===== src/rtl/thermal_avg_filter.sv =====
module thermal_avg_filter #(
  parameter int DEPTH   = 4,
  parameter int TJMAX_C = 100,
  parameter bit CONVERT = 1'b1,
  parameter int INIT_K  = 300
) (
  input  logic        clk,
  input  logic        rst_n,
  input  logic        poll,
  input  logic        read_ok,
  input  logic [7:0]  byte_lo,
  input  logic [7:0]  byte_hi,
  input  logic        powered,
  input  logic        req,
  output logic [15:0] avg_out,
  output logic        avg_valid,
  output logic        err_few,
  output logic        err_unpowered
);
  localparam int IW   = (DEPTH > 1) ? $clog2(DEPTH) : 1;
  localparam int CW   = $clog2(DEPTH + 1);
  localparam int SUMW = 16 + CW;

  logic signed [16:0] slot [DEPTH];
  logic [IW-1:0]      wr_idx;
  logic [15:0]        raw;
  logic signed [16:0] conv, sample;
  logic [SUMW-1:0]    sum, quot, divisor;
  logic [CW-1:0]      cnt;

  assign raw = {byte_hi, byte_lo};

  generate
    if (CONVERT) begin : g_kelvin
      logic [15:0] neg;
      assign neg  = ~raw + 16'd1;
      assign conv = 17'(TJMAX_C + 273) - {7'd0, neg[15:6]};
    end else begin : g_raw
      assign conv = {1'b0, raw};
    end
  endgenerate

  assign sample = read_ok ? conv : -17'sd1;

  always_comb begin
    sum = '0;
    cnt = '0;
    for (int i = 0; i < DEPTH; i++) begin
      if (!slot[i][16]) begin
        sum = sum + SUMW'(slot[i][15:0]);
        cnt = cnt + CW'(1);
      end
    end
  end

  assign divisor = (cnt == '0) ? SUMW'(1) : SUMW'(cnt);
  assign quot    = sum / divisor;

  always_ff @(posedge clk or negedge rst_n) begin
    if (!rst_n) begin
      for (int i = 0; i < DEPTH; i++) slot[i] <= 17'(INIT_K);
      wr_idx <= '0;
    end else if (poll) begin
      slot[wr_idx] <= sample;
      wr_idx       <= wr_idx + IW'(1);
    end
  end

  always_ff @(posedge clk or negedge rst_n) begin
    if (!rst_n) begin
      avg_out       <= '0;
      avg_valid     <= 1'b0;
      err_few       <= 1'b0;
      err_unpowered <= 1'b0;
    end else begin
      avg_valid     <= req && powered && (cnt >= CW'(2));
      err_few       <= req && powered && (cnt < CW'(2));
      err_unpowered <= req && !powered;
      if (req && powered && (cnt >= CW'(2))) avg_out <= quot[15:0];
    end
  end

  p_one_flag_r8: assert property (@(posedge clk) disable iff (!rst_n)
    $onehot0({avg_valid, err_few, err_unpowered}));
  p_answer_follows_req_r8: assert property (@(posedge clk) disable iff (!rst_n)
    req |=> (avg_valid || err_few || err_unpowered));
  p_quiet_without_req_r8: assert property (@(posedge clk) disable iff (!rst_n)
    !req |=> !(avg_valid || err_few || err_unpowered));
  p_hold_avg_r8: assert property (@(posedge clk) disable iff (!rst_n)
    !req |=> $stable(avg_out));
  p_unpowered_r7: assert property (@(posedge clk) disable iff (!rst_n)
    (req && !powered) |=> err_unpowered);
  p_idx_hold_r4: assert property (@(posedge clk) disable iff (!rst_n)
    !poll |=> $stable(wr_idx));
  p_few_keeps_avg_r6: assert property (@(posedge clk) disable iff (!rst_n)
    err_few |-> $stable(avg_out));
endmodule


===== config.mk =====
export PLATFORM = sky130hd
export DESIGN_NAME = thermal_avg_filter
export DESIGN_NICKNAME = d
export VERILOG_FILES = /design/src/rtl/thermal_avg_filter.sv
export SDC_FILE = /design/constraint.sdc
export NUM_CORES = 1
export LEC_CHECK = 0
export CORE_MARGIN = 5
export CORE_UTILIZATION = 63
export DETAILED_ROUTE_END_ITERATION = 16
export DONT_BUFFER_PORTS = 1
export PLACE_DENSITY = 0.86
export SYNTH_ARGS = -nofsm -noshare
export SYNTH_HDL_FRONTEND = slang
export SYNTH_SLANG_ARGS = --single-unit

===== constraint.sdc =====
create_clock -name clk -period 55.1 [get_ports clk]
set_input_delay 2.755 -clock clk [delete_from_list [all_inputs] [get_ports clk]]
set_output_delay 2.755 -clock clk [all_outputs]
set_load 0.005 [all_outputs]

Word-level counts from Yosys, hierarchy flattened
Index checks and enable logic that the tools add are counted.
W data, S select, Z words.
{ "word_totals": {"regBits": 89, "inputBits": 22, "out_inout_bits": 19, "word_cells": 45} }
{ "op_classes": {"addsub": 9, "n_div": 1, "order_cmp": 4, "mux": 13, "bitwise_logic": 2, "n_reduce_logical": 7} }
{ "ops": {"columns": ["operator", "count"], "rows": [
  ["$bwmux W68", 1],
  ["$add A19 B16 Y19", 3],
  ["$mux W19", 3],
  ["$demux W17 S2", 1],
  ["$mux W17", 2],
  ["$div A19 B19 Y19", 1],
  ["$add A16 B1 Y16 const B", 1],
  ["$mux W16", 1],
  ["$not A16 Y16", 1],
  ["$mux W3", 4],
  ["$sub A9 B10 Y11 const A", 1],
  ["$add A3 B1 Y3 const B", 3],
  ["$logic_and A1 B1 Y1", 5],
  ["$ge A3 B2 Y1 const B", 1],
  ["$ge A3 B3 Y1 const B", 1],
  ["$logic_not A3 Y1", 1],
  ["$lt A3 B1 Y1 const B", 1],
  ["$lt A3 B2 Y1 const B", 1],
  ["$not A2 Y3", 1],
  ["$add A2 B1 Y2 const B", 1],
  ["$logic_not A1 Y1", 1],
  ["$mux W1", 1]
]} }

Depth between registers and ports, before layout
{ "logic_depth": {"depth_word": 10, "mapped_depth": 186, "depth_no_buf": 177} }

Worst setup path before layout
Ideal clock, no wire load.
{ "synth_path": {"path_type": "register to register", "from": "register slot[66] in the netlist's numbering", "to": "register avg_out[0]", "t_arrival_ps": 34213, "required_ps": 54968, "slack_ps": 20755, "stages_incl_launch_ff": 169, "path_buffers": 8, "cell_sequence": "dfrtp_1 clkbuf_1 nor2b_1 fa_1 o221a_2 a211oi_1 xnor2_1 a21oi_1 or2_2 ha_1 o211ai_1 a21oi_2 nor2b_1 o21ai_0 xor2_1 nor2_1 a31oi_1 ha_1 [133 not listed] a21oi_1 ha_1 a21o_1 a21oi_1 nand2_1 or2_1 o32a_1 nand3b_1 nor3_4 mux2i_1 ha_1 nor2b_1 o21ai_0 nand3b_1 a2111oi_0 nand4_1 nor4b_1 a31oi_1"} }
{ "synth_via": {"elab_chain_cells": 8} }
{ "synth_rtl": {"columns": ["element", "line", "text"], "rows": [
  ["start, declared", "24", "logic signed [16:0] slot [DEPTH];"],
  ["start signal, assigned by index", "64", "slot[wr_idx] <= sample;"],
  ["$mux W16 *", "49", "if (!slot[i][16]) begin"],
  ["$add A19 B16 Y19", "50", "sum = sum + SUMW'(slot[i][15:0]);"],
  ["$mux W19 *", "49", null],
  ["$add A19 B16 Y19", "50", null],
  ["$mux W19 *", "49", null],
  ["$add A19 B16 Y19", "50", null],
  ["$mux W19 *", "49", null],
  ["$div A19 B19 Y19 *", "57", "assign quot = sum / divisor;"],
  ["end signal, assigned", "79", "if (req && powered && (cnt >= CW'(2))) avg_out <= quot[15:0];"],
  ["end, declared", "15", "output logic [15:0] avg_out,"]
]} }
Every way passes the cells marked *; elsewhere a longest branch is shown, timed or not.
A chain may end at the register's enable or synchronous reset.

Final worst setup path
Same ends and word-level chain as after synthesis.

==> qor.yml <==
die_y_um: 148.4
routedWlPerCell_um: 17.93
ys.flop_type: "dfrtp_1"
port-buffer-count: 0
finalSetupTns_ps: 0
syn_inst: 1605
die_x_um: 148.4
clock_sinks: 65
vias: 12450
cts.path.max_buffers: 2
area_delta_synth_final_pct: 3.577
postPlaceCellArea_um2: 12190
fin_nets: 1707
rsz0062_at_grt: "false"
io_pins: 41
cp_max_fo: 16
clkSlewWorstSetupHoldPaths_ps: 70
yosys.area.top_type: "ha_1"
dp_hpwl_um: 25080
fillers: 1579
cts-root-buf: "clkbuf_16"
finalSetupViolCount: 0
synth.distinct_cells: 134
netlist_area_um2: 12070
finalHoldViolCount: 0
grt_pass1_vias: 11600
cts_tree: "yes"
antenna_found_initial: 1
fmax_mhz: 24.07
crit_path_end_kind: "flop"
grt_pass1_wl_um: 54720
finalCritPeriodShare_pct: 75.42
slowest_stage: "dfrtp_1"
drc: 0
slowest_delay_ps: 680
postCtsSetupBuffers: 0
criticalPathCategory: "flop to flop"
synth.most_common_cell: "nor2_1"
clk_latency_ps: 350
fin_util_pct: 66.59
regArea_um2: 1647
cp.required_ps: 55330
gr-total-overflow: 0
fp-row-count: 50
drtIter0Drc: 1016
grt_max_degree: 66
ctsResizeCount: 0
ant_nets: 0
maxCapViolations: 0
min_period_ps: 41550
ctsHoldBuffers: 0
start_util_pct: 64.29
synth_seq_area_share_pct: 13.65
grtUsageTotal_pct: 28.95
synth-seq-cells: 65
worstSetupStartpointType: "flop"
final_cell_count_no_fill: 1819
cts_buffers: 9
die_area_um2: 22020
yosys-top-cells-area: "ha_1 (11%), dfrtp_1 (10%), a21oi_1 (6.6%), nor2_1 (6.2%), nand2_1 (3.9%)"
status: "finished clean"
gp_congestion: 0.9649
multiInputGateArea_um2: 10050
placed_cells_incl_taps: 1803
fin_area_um2: 12500
cts_max_level: 3
drive_gt1_share_pct: 10.73
worstHoldPathType: "flop to flop"
final_max_slew_viol_count: 0
maxSlewHeadroom_pct: 26.83
synthArstFlopShare_pct: 100.0
netlist.area_leader.share_pct: 10.58
syn_avg_cell_area_um2: 7.518
synth.top_cells.by_count: "nor2_1 (198), a21oi_1 (159), nand2_1 (124)"
firstDrtPassIters: 6
coreArea_um2: 18770
synth_edf_count: 0
n_antenna_cell: 0
worst_path_most_repeated_cell: "ha_1"
finalClockSkew_ps: 6.248
ys_warn_count: 0
worstMarginPinSlew_ps: 1097
cp_data_arrival_time_ps: 41780
avgViaCountPerCell: 6.844
wl_um: 32610
## area by class of cell
cell class	instances	area share, %
clock buffer	9	1.802
multi-input combinational	1457	80.42
clock inverter	7	0.6707
sequential	65	13.17
timing repair buffer	6	0.3604
tap	234	2.343
inverter	41	1.231
## state kept, by name (all words and copies together), names as in the netlist
register	count
avg_out	16
avg_valid	1
err_few	1
err_unpowered	1
slot	44
wr_idx	2
## cells in the final DEF, fill, tap and decap left out, types with 9 or more instances in the layout
master | synthesis | routed
nor2_1 | 198 | 198
dfrtp_1 | 49 | 49
dfstp_2 | 16 | 16
a211oi_1 | 14 | 14
and2_1 | 26 | 26
nor4_1 | 13 | 13
o22ai_1 | 13 | 13
or2_2 | 17 | 17
mux2i_1 | 22 | 22
clkbuf_16 | 0 | 9
and3_1 | 15 | 15
o211ai_1 | 18 | 18
nor3_2 | 9 | 9
and4_1 | 11 | 11
nand4_1 | 17 | 17
a21oi_1 | 159 | 158
nand3_1 | 38 | 38
ha_1 | 102 | 102
xnor2_1 | 52 | 52
o21a_1 | 37 | 37
o21ai_1 | 19 | 19
nor3b_1 | 9 | 9
or3_1 | 17 | 17
a31oi_1 | 25 | 25
a21o_1 | 28 | 28
o31ai_1 | 12 | 12
nand2b_1 | 26 | 26
nor2b_1 | 39 | 39
inv_1 | 37 | 37
o21ai_0 | 83 | 83
nor3_1 | 42 | 42
xor2_1 | 28 | 28
nand2_1 | 124 | 124
mux2_2 | 16 | 16
## worst paths after layout
path | from | endpoint | slack [ps] | depth (start not counted)
hold reg to reg | slot[22] | slot[22] | 510 | 2
setup / recovery | slot[66] | avg_out[0] | 13550 | 166
max in group asynchronous | rst_n | slot[8] | 52790 | 0
setup reg to reg | slot[66] | avg_out[0] | 13550 | 166
hold / removal | slot[22] | slot[22] | 510 | 2
min in group asynchronous | rst_n | slot[49] | 2100 | 0
## routing by layer
layer / GRT usage (%) / part of all wire, % / vias to the layer above / wire length, um
met5: 0 / 0.061 / - / 20
met2: 50.29 / 48 / 537 / 15540
met1: 36.89 / 43 / 5809 / 13940
met3: 3.961 / 6.4 / 106 / 2080
li1: - / - / 5995 / -
met4: 10.16 / 3.1 / 2 / 1024
## metrics by stage
step	hold slack, ps	setup WS (ps)
detailed placement	495.6	14530
global route	531.7	9837
floorplan	478.5	20760
finish	509.8	13550
global placement	492.1	15900
CTS	506.0	14150
## kinds of logic after synthesis
family | Yosys count | synth area share (%)
simple gates | 662 | 29.22
compound gates | 558 | 32.52
fa+ha+maj | 107 | 11.24
buf+inv | 88 | 3.245
xor+xnor | 82 | 6.170
flops | 65 | 13.65
mux | 42 | 3.930
other cells | 1 | 0.03108
## critical path: cells and delay by family, from the launching register on
family	cells	cell delay, ps
flip-flops	1	680
AND/OR/NAND/NOR	58	14370
XOR/XNOR	2	380
buffers and inverters	3	310
multiplexers	6	2020
adder cells (fa/ha/maj)	22	6690
AO/OA/AOI/OAI	75	16970
Power is not shown: default switching activity piles up to over one toggle a cycle in this logic, so the estimate is an artifact.
